[config.mk]
export PLATFORM = sky130hd
export DESIGN_NAME = hot_data_ident
export DESIGN_NICKNAME = d
export VERILOG_FILES = /design/src/rtl/hdi_pkg.sv /design/src/rtl/hdi_lru_list.sv /design/src/rtl/hdi_wr_ctrl.sv /design/src/rtl/hot_data_ident.sv
export SDC_FILE = /design/constraint.sdc
export NUM_CORES = 1
export LEC_CHECK = 0
export ABC_AREA = 0
export BUFFER_PORTS_ARGS = -buffer_cell sky130_fd_sc_hd__buf_4
export CAP_MARGIN = 5
export CORE_ASPECT_RATIO = 1.4
export CORE_UTILIZATION = 65
export CTS_BUF_LIST = sky130_fd_sc_hd__clkbuf_4
export DETAILED_ROUTE_END_ITERATION = 7
export HOLD_SLACK_MARGIN = 0.02
export PLACE_DENSITY = 0.92
export SKIP_CTS_REPAIR_TIMING = 1
export SLEW_MARGIN = 5
export SYNTH_ARGS = -nofsm -noshare
export SYNTH_HDL_FRONTEND = slang
export SYNTH_SLANG_ARGS = --single-unit
[constraint.sdc]
create_clock -name clk_i -period 4.6 [get_ports clk_i]
set_clock_uncertainty 0.2 [all_clocks]
set_input_delay 0.46 -clock clk_i [delete_from_list [all_inputs] [get_ports clk_i]]
set_output_delay 0.46 -clock clk_i [all_outputs]
set_load 0.01 [all_outputs]
[src/rtl/hdi_pkg.sv]
package hdi_pkg;

  typedef struct packed {
    logic ins;  // push an address in at the most recent slot
    logic del;  // remove the entry at the given index
  } list_cmd_t;

  typedef enum logic [1:0] {
    WR_IDLE,
    WR_HOT,
    WR_CAND,
    WR_NEW
  } wr_kind_e;

endpackage

[src/rtl/hdi_lru_list.sv]
module hdi_lru_list
  import hdi_pkg::*;
#(
  parameter int unsigned DEPTH  = 4,
  parameter int unsigned ADDR_W = 32,
  localparam int unsigned IDX_W = (DEPTH > 1) ? $clog2(DEPTH) : 1
) (
  input  logic              clk_i,
  input  logic              rst_ni,
  input  list_cmd_t         cmd_i,
  input  logic [IDX_W-1:0]  del_idx_i,
  input  logic [ADDR_W-1:0] ins_addr_i,
  input  logic [ADDR_W-1:0] wr_addr_i,
  input  logic [ADDR_W-1:0] qry_addr_i,
  output logic              wr_hit_o,
  output logic [IDX_W-1:0]  wr_idx_o,
  output logic              qry_hit_o,
  output logic              full_o,
  output logic [ADDR_W-1:0] lru_addr_o,
  output logic              mru_vld_o,
  output logic [ADDR_W-1:0] mru_addr_o
);

  // slot 0 is most recent, slot DEPTH-1 least recent; valid slots are packed from 0
  logic [ADDR_W-1:0] ent_q  [DEPTH];
  logic [ADDR_W-1:0] ent_d  [DEPTH];
  logic [ADDR_W-1:0] up_ent [DEPTH];
  logic [ADDR_W-1:0] dn_ent [DEPTH];
  logic [DEPTH-1:0]  vld_q, vld_d, up_vld, dn_vld;
  logic [DEPTH-1:0]  shr_vec, shl_vec;
  logic [DEPTH-1:0]  wr_hit_vec, qry_hit_vec;

  for (genvar g = 0; g < DEPTH; g++) begin : g_slot
    assign wr_hit_vec[g]  = vld_q[g] && (ent_q[g] == wr_addr_i);
    assign qry_hit_vec[g] = vld_q[g] && (ent_q[g] == qry_addr_i);

    if (g == 0) begin : g_head
      assign up_ent[g] = ins_addr_i;
      assign up_vld[g] = 1'b1;
    end else begin : g_body_up
      assign up_ent[g] = ent_q[g-1];
      assign up_vld[g] = vld_q[g-1];
    end

    if (g == DEPTH - 1) begin : g_tail
      assign dn_ent[g] = '0;
      assign dn_vld[g] = 1'b0;
    end else begin : g_body_dn
      assign dn_ent[g] = ent_q[g+1];
      assign dn_vld[g] = vld_q[g+1];
    end

    // insert shifts toward the tail up to the removed slot (or through the whole list)
    assign shr_vec[g] = cmd_i.ins && (!cmd_i.del || (IDX_W'(g) <= del_idx_i));
    // delete without insert closes the gap from the tail side
    assign shl_vec[g] = !cmd_i.ins && cmd_i.del && (IDX_W'(g) >= del_idx_i);

    assign ent_d[g] = shr_vec[g] ? up_ent[g] : shl_vec[g] ? dn_ent[g] : ent_q[g];
    assign vld_d[g] = shr_vec[g] ? up_vld[g] : shl_vec[g] ? dn_vld[g] : vld_q[g];
  end

  always_ff @(posedge clk_i or negedge rst_ni) begin
    if (!rst_ni) begin
      vld_q <= '0;
      for (int i = 0; i < DEPTH; i++) ent_q[i] <= '0;
    end else begin
      vld_q <= vld_d;
      for (int i = 0; i < DEPTH; i++) ent_q[i] <= ent_d[i];
    end
  end

  always_comb begin
    wr_idx_o = '0;
    for (int i = 0; i < DEPTH; i++) begin
      if (wr_hit_vec[i]) wr_idx_o = wr_idx_o | IDX_W'(i);
    end
  end

  assign wr_hit_o   = |wr_hit_vec;
  assign qry_hit_o  = |qry_hit_vec;
  assign full_o     = vld_q[DEPTH-1];
  assign lru_addr_o = ent_q[DEPTH-1];
  assign mru_vld_o  = vld_q[0];
  assign mru_addr_o = ent_q[0];

  assert_packed_valid_R6: assert property (@(posedge clk_i) disable iff (!rst_ni)
    (vld_q & (vld_q + DEPTH'(1))) == '0);

  assert_unique_entry_R2: assert property (@(posedge clk_i) disable iff (!rst_ni)
    $onehot0(wr_hit_vec) && $onehot0(qry_hit_vec));

  assert_evict_order_R6: assert property (@(posedge clk_i) disable iff (!rst_ni)
    (cmd_i.ins && !cmd_i.del && full_o) |=> (full_o && lru_addr_o == $past(ent_q[DEPTH-2])));

  assert_gap_close_R10: assert property (@(posedge clk_i) disable iff (!rst_ni)
    (!cmd_i.ins && cmd_i.del) |=> !full_o);

endmodule

[src/rtl/hdi_wr_ctrl.sv]
module hdi_wr_ctrl
  import hdi_pkg::*;
#(
  parameter int unsigned ADDR_W     = 32,
  parameter int unsigned HOT_IDX_W  = 2,
  parameter int unsigned CAND_IDX_W = 3
) (
  input  logic                  wr_valid_i,
  input  logic [ADDR_W-1:0]     wr_addr_i,
  input  logic                  hot_hit_i,
  input  logic [HOT_IDX_W-1:0]  hot_idx_i,
  input  logic                  hot_full_i,
  input  logic [ADDR_W-1:0]     hot_lru_i,
  input  logic                  cand_hit_i,
  input  logic [CAND_IDX_W-1:0] cand_idx_i,
  output wr_kind_e              kind_o,
  output list_cmd_t             hot_cmd_o,
  output logic [HOT_IDX_W-1:0]  hot_del_idx_o,
  output list_cmd_t             cand_cmd_o,
  output logic [CAND_IDX_W-1:0] cand_del_idx_o,
  output logic [ADDR_W-1:0]     cand_ins_addr_o
);

  always_comb begin
    if (!wr_valid_i)     kind_o = WR_IDLE;
    else if (hot_hit_i)  kind_o = WR_HOT;
    else if (cand_hit_i) kind_o = WR_CAND;
    else                 kind_o = WR_NEW;
  end

  always_comb begin
    hot_cmd_o       = '0;
    cand_cmd_o      = '0;
    hot_del_idx_o   = hot_idx_i;
    cand_del_idx_o  = cand_idx_i;
    cand_ins_addr_o = wr_addr_i;
    unique case (kind_o)
      WR_HOT: begin
        hot_cmd_o = '{ins: 1'b1, del: 1'b1};
      end
      WR_CAND: begin
        hot_cmd_o       = '{ins: 1'b1, del: 1'b0};
        // demoted hot entry refills the candidate slot being vacated
        cand_cmd_o      = '{ins: hot_full_i, del: 1'b1};
        cand_ins_addr_o = hot_lru_i;
      end
      WR_NEW: begin
        cand_cmd_o = '{ins: 1'b1, del: 1'b0};
      end
      default: ;
    endcase
  end

endmodule

[src/rtl/hot_data_ident.sv]
module hot_data_ident
  import hdi_pkg::*;
#(
  parameter int unsigned ADDR_W     = 32,
  parameter int unsigned HOT_DEPTH  = 4,
  parameter int unsigned CAND_DEPTH = 8
) (
  input  logic              clk_i,
  input  logic              rst_ni,
  input  logic              wr_valid_i,
  input  logic [ADDR_W-1:0] wr_addr_i,
  input  logic              qry_valid_i,
  input  logic [ADDR_W-1:0] qry_addr_i,
  output logic              qry_vld_o,
  output logic              qry_hot_o
);

  localparam int unsigned HOT_IDX_W  = (HOT_DEPTH > 1) ? $clog2(HOT_DEPTH) : 1;
  localparam int unsigned CAND_IDX_W = (CAND_DEPTH > 1) ? $clog2(CAND_DEPTH) : 1;

  wr_kind_e              kind;
  list_cmd_t             hot_cmd, cand_cmd;
  logic [HOT_IDX_W-1:0]  hot_del_idx, hot_wr_idx;
  logic [CAND_IDX_W-1:0] cand_del_idx, cand_wr_idx;
  logic [ADDR_W-1:0]     cand_ins_addr;
  logic                  hot_wr_hit, hot_qry_hit, hot_full, hot_mru_vld;
  logic [ADDR_W-1:0]     hot_lru, hot_mru;
  logic                  cand_wr_hit, cand_qry_hit, cand_full, cand_mru_vld;
  logic [ADDR_W-1:0]     cand_lru, cand_mru;
  logic                  qry_vld_q, qry_hot_q;

  hdi_wr_ctrl #(
    .ADDR_W    (ADDR_W),
    .HOT_IDX_W (HOT_IDX_W),
    .CAND_IDX_W(CAND_IDX_W)
  ) u_ctrl (
    .wr_valid_i     (wr_valid_i),
    .wr_addr_i      (wr_addr_i),
    .hot_hit_i      (hot_wr_hit),
    .hot_idx_i      (hot_wr_idx),
    .hot_full_i     (hot_full),
    .hot_lru_i      (hot_lru),
    .cand_hit_i     (cand_wr_hit),
    .cand_idx_i     (cand_wr_idx),
    .kind_o         (kind),
    .hot_cmd_o      (hot_cmd),
    .hot_del_idx_o  (hot_del_idx),
    .cand_cmd_o     (cand_cmd),
    .cand_del_idx_o (cand_del_idx),
    .cand_ins_addr_o(cand_ins_addr)
  );

  hdi_lru_list #(
    .DEPTH (HOT_DEPTH),
    .ADDR_W(ADDR_W)
  ) u_hot (
    .clk_i     (clk_i),
    .rst_ni    (rst_ni),
    .cmd_i     (hot_cmd),
    .del_idx_i (hot_del_idx),
    .ins_addr_i(wr_addr_i),
    .wr_addr_i (wr_addr_i),
    .qry_addr_i(qry_addr_i),
    .wr_hit_o  (hot_wr_hit),
    .wr_idx_o  (hot_wr_idx),
    .qry_hit_o (hot_qry_hit),
    .full_o    (hot_full),
    .lru_addr_o(hot_lru),
    .mru_vld_o (hot_mru_vld),
    .mru_addr_o(hot_mru)
  );

  hdi_lru_list #(
    .DEPTH (CAND_DEPTH),
    .ADDR_W(ADDR_W)
  ) u_cand (
    .clk_i     (clk_i),
    .rst_ni    (rst_ni),
    .cmd_i     (cand_cmd),
    .del_idx_i (cand_del_idx),
    .ins_addr_i(cand_ins_addr),
    .wr_addr_i (wr_addr_i),
    .qry_addr_i(qry_addr_i),
    .wr_hit_o  (cand_wr_hit),
    .wr_idx_o  (cand_wr_idx),
    .qry_hit_o (cand_qry_hit),
    .full_o    (cand_full),
    .lru_addr_o(cand_lru),
    .mru_vld_o (cand_mru_vld),
    .mru_addr_o(cand_mru)
  );

  logic unused_cand;
  assign unused_cand = ^{cand_qry_hit, cand_full, cand_lru};

  // answer taken from pre-update state of the hot list
  always_ff @(posedge clk_i or negedge rst_ni) begin
    if (!rst_ni) begin
      qry_vld_q <= 1'b0;
      qry_hot_q <= 1'b0;
    end else begin
      qry_vld_q <= qry_valid_i;
      qry_hot_q <= qry_valid_i && hot_qry_hit;
    end
  end

  assign qry_vld_o = qry_vld_q;
  assign qry_hot_o = qry_hot_q;

  assert_lists_disjoint_R3: assert property (@(posedge clk_i) disable iff (!rst_ni)
    !(hot_wr_hit && cand_wr_hit));

  assert_promote_mru_R3: assert property (@(posedge clk_i) disable iff (!rst_ni)
    (kind == WR_CAND) |=> (hot_mru_vld && hot_mru == $past(wr_addr_i)));

  assert_refresh_mru_R4: assert property (@(posedge clk_i) disable iff (!rst_ni)
    (kind == WR_HOT) |=> (hot_mru_vld && hot_mru == $past(wr_addr_i)));

  assert_new_cand_R2: assert property (@(posedge clk_i) disable iff (!rst_ni)
    (kind == WR_NEW) |=> (cand_mru_vld && cand_mru == $past(wr_addr_i)));

  assert_demote_R5: assert property (@(posedge clk_i) disable iff (!rst_ni)
    (kind == WR_CAND && hot_full) |=> (hot_full && cand_mru_vld && cand_mru == $past(hot_lru)));

  assert_idle_hold_R9: assert property (@(posedge clk_i) disable iff (!rst_ni)
    !wr_valid_i |=> ($stable(hot_mru) && $stable(cand_mru) && $stable(hot_lru) && $stable(hot_full)));

  assert_qry_valid_R8: assert property (@(posedge clk_i) disable iff (!rst_ni)
    qry_valid_i |=> qry_vld_o);

  assert_qry_quiet_R8: assert property (@(posedge clk_i) disable iff (!rst_ni)
    !qry_valid_i |=> (!qry_vld_o && !qry_hot_o));

endmodule

==> run summary <==
outcome -> finished, violations left
failing checks -> negative hold slack
Post-synth EDFFs -> 0
XOR/XNOR Fraction of Synth Area -> 18.65%
Setup-failing EPs final -> 0
Reg area -> 0.009960 mm²
Avg Cell Area, Syn -> 11.06 µm²
Final Critical Period -> 4.440 ns
crit share post-route -> 96.52%
largest family of logic cells by synthesized area -> multiplexers
reg2reg setup slack -> 0.17 ns
worst setup path start -> wr_addr_i[24]
row count -> 82
area occupied by multi-input gates -> 0.01275 mm²
largest net degree at the start of global routing -> 111
CTS tree -> done
vias in the first global route -> 18500
CP bufs+invs -> 4
maxcap violations -> 0
Pwr Density -> 351.8 mW/mm²
global-route wire length before repair -> 118800 µm
Slew HR -> 20.22%
die area -> 0.03741 mm²
post-synthesis mux area share -> 19.32%
Crit path largest cell delay -> 0.89 ns
async set or reset register ratio after synthesis -> 100.0%
Power, Total -> 9.134 mW
antenna violations before repair -> 6
worst-margin pin slew -> 1.188 ns
CTS Root Cell -> clkbuf_4
gr ovfl total -> 0
Port Buf Inserts -> 69
r2r endpoint -> u_cand.dn_ent[168]
register area share after synthesis -> 41.83%
Slew Limit Fails -> 0
Initial DRC Count -> 1638
RSZ-0062 raised after global routing -> false
synthesized flop and latch total -> 398
DR WL/cell -> 29.29 µm
Vert. Die Dim -> 228.5 µm
syn_nets -> 2221
Post-Synthesis Cell Area -> 0.02381 mm²
worst path required time -> 5.19 ns
core area -> 0.03591 mm²
slowest cell on the critical path -> xnor2_1
Max Root-Sink Buffers -> 3
DR vias -> 17850
chip width -> 163.8 µm
Hold Crit Start -> wr_addr_i[6]
Inst Count DP -> 2540
Worst path most repeated cell -> buf_4
Synth-to-Final Area Change -> 9.039%
number of library cell types mapped by synthesis -> 55
Cell Chain, Critical Path -> dlygate4sd3_1 > buf_4 > xnor2_1 > nand3_1 > nor3_1 > nand4_1 > nand4_1 > nor2_1 > buf_4 > o21ai_4 > buf_4 > o21ba_1 > a221o_1
fmax -> 225.2 MHz
final hold vios -> 5
Post-Synth Adder-Cell Area -> 0%
fillcell total -> 2545
CP delay by family, top -> simple AND/OR/NAND/NOR gates
Worst Hold End -> u_hot.mru_addr_o[6]
Initial Util -> 66.30%
H-Tree Depth -> 3
RePlAce Congestion -> 1.238
final WL -> 80180 µm
min-delay worst type -> in2reg
Vias/cell -> 6.523
Hold Path Stages -> 3
Nets -> 2280
Reg clk slew, reported paths -> 0.07 ns
simple-gate share of the synthesized area -> 8.781%
IO Count -> 70
post-synthesis compound-gate area fraction -> 6.459%
crit end category -> flip-flop
CP Class -> in2reg
Post-synth top flop -> dfrtp_1
ratio of cells with drive above 1 in the final layout -> 19.53%
Max IR drop VDD -> 0.2898 mV
post-place setup slack -> 0.2154 ns
crit path DAT -> 5.03 ns
TritonCTS Buffers -> 98
number of nets with antenna violations after routing -> 0
R2R depth -> 11
DP Wirelength -> 59090 µm
hold_ws -> -0.02677 ns
setup TNS -> 0 ns
Yosys warning count -> 0
clk sink count -> 398
critical path peak fanout -> 14
worst setup margin -> 0.1602 ns
reg2reg start -> u_hot.lru_addr_o[24]
non-filler cells, final -> 2737
Critical Path Start Type -> primary input
Synth Instances -> 2153
clk_lat worst skew -> 0.92 ns
DRC -> 0
1st-pass router iterations -> 7
Total GRT Usage -> 44.12%
Leakage -> 11.86 nW
cells in the mapped netlist, drive strengths merged, types with 4 or more instances:
| library cell | instances | area (µm²) |
|---|---|---|
| nor2 | 48 | 192.7 |
| a21o | 7 | 52.55 |
| dfrtp | 398 | 9960 |
| nand4 | 74 | 484.2 |
| nor4 | 74 | 462.9 |
| or4 | 6 | 52.55 |
| a211oi | 4 | 30.03 |
| or2 | 4 | 25.03 |
| a21oi | 65 | 329.1 |
| clkbuf | 55 | 210.2 |
| mux2 | 228 | 2567 |
| a22o | 44 | 385.4 |
| xnor2 | 247 | 2163 |
| nand3 | 26 | 130.1 |
| o21ai | 65 | 329.1 |
| nor3 | 29 | 145.1 |
| a221o | 29 | 290.3 |
| nor3b | 28 | 210.2 |
| mux2i | 203 | 2032 |
| inv | 22 | 82.58 |
| buf | 135 | 888.4 |
| nand2 | 73 | 274.0 |
| xor2 | 260 | 2277 |
worst max path at each step:
stage,to,cells past startpoint
final,u_cand.dn_ent[168],13
after global routing,u_cand.dn_ent[168],11
after CTS,u_cand.dn_ent[229],10
after detailed placement,u_cand.dn_ent[240],11
after global placement,u_cand.dn_ent[233],11
after floorplan,u_cand.dn_ent[123],13
worst register-to-register path: cells and delay by family, from the launching register on:
kind	cells	cell delay, ns
xor+xnor	1	0.87
flops	1	0.45
compound gates	3	0.78
simple gates	5	1.57
buf+inv	2	0.47
sequential cells by signal, indices dropped and copies added (netlist names):
| name | count |
|---|---|
| u_cand.dn_ent | 192 |
| u_cand.vld_q | 8 |
| u_cand.lru_addr_o | 32 |
| u_hot.dn_ent | 64 |
| u_hot.lru_addr_o | 32 |
| u_hot.mru_addr_o | 32 |
| u_cand.mru_addr_o | 32 |
| u_hot.vld_q | 4 |
| qry_vld_o | 1 |
| qry_hot_o | 1 |
power by group:
part	switching (mW)	internal [mW]
registers	0.527	3.88
logic	1.05	0.791
clock network	1.50	1.39
stage by stage:
stage / area [µm²] / hold slack, ns / util [%]
4_1_cts: 25600 / -0.5051 / 71.30
2_1_floorplan: 23810 / -0.03559 / -
6_report: 25960 / -0.02677 / 72.30
5_1_grt: 25950 / -0.01586 / 72.27
3_5_place_dp: 24470 / 0.3313 / 68.13
3_3_place_gp: 24470 / 0.3182 / 68.13
metal layers:
metal | up-vias | track usage [%] | part of all wire (%)
met5 | - | 0 | 0.039
met4 | 4 | 44.44 | 12
met3 | 373 | 8.728 | 5.9
met2 | 939 | 70.58 | 48
met1 | 8806 | 47.41 | 34
li1 | 7731 | - | -
logic make-up (layout without fill, tap and decap cells):
| family | Yosys count | count (layout) |
|---|---|---|
| AOI/OAI and AO/OA | 227 | 227 |
| xor gates and xnor gates | 507 | 507 |
| buffers and inverters | 212 | 327 |
| DFF | 398 | 398 |
| muxes | 431 | 431 |
| other | 0 | 7 |
| and+or+nand+nor | 378 | 378 |
final cells by class:
type                            count  share of cell area [%]
Multi-Input combinational cell   1543                   49.11
Sequential cell                   398                   38.36
Timing Repair Buffer              149                   5.533
Clock buffer                      135                   3.904
Tap cell                          462                   2.227
Clock inverter                     21                  0.4771
Inverter                           22                  0.3181
Antenna cell                        7                 0.06747
cell usage in the layout, fill, tap and decap left out, types with 13 or more instances in the layout:
master	instances
dlygate4sd3_1	34
xor2_1	260
a22o_1	44
nor3b_1	28
clkbuf_4	135
nor2_1	45
mux2_2	163
buf_12	18
nor4_1	74
a21oi_1	62
mux2i_1	203
nand2_1	72
buf_4	96
o21ai_0	59
nand3_1	25
nor3_1	29
nand4_1	72
clkinv_1	13
mux2_1	65
dfrtp_1	398
a221o_1	29
inv_1	22
xnor2_1	247
No activity file was read; power rests on OpenSTA's default activity.
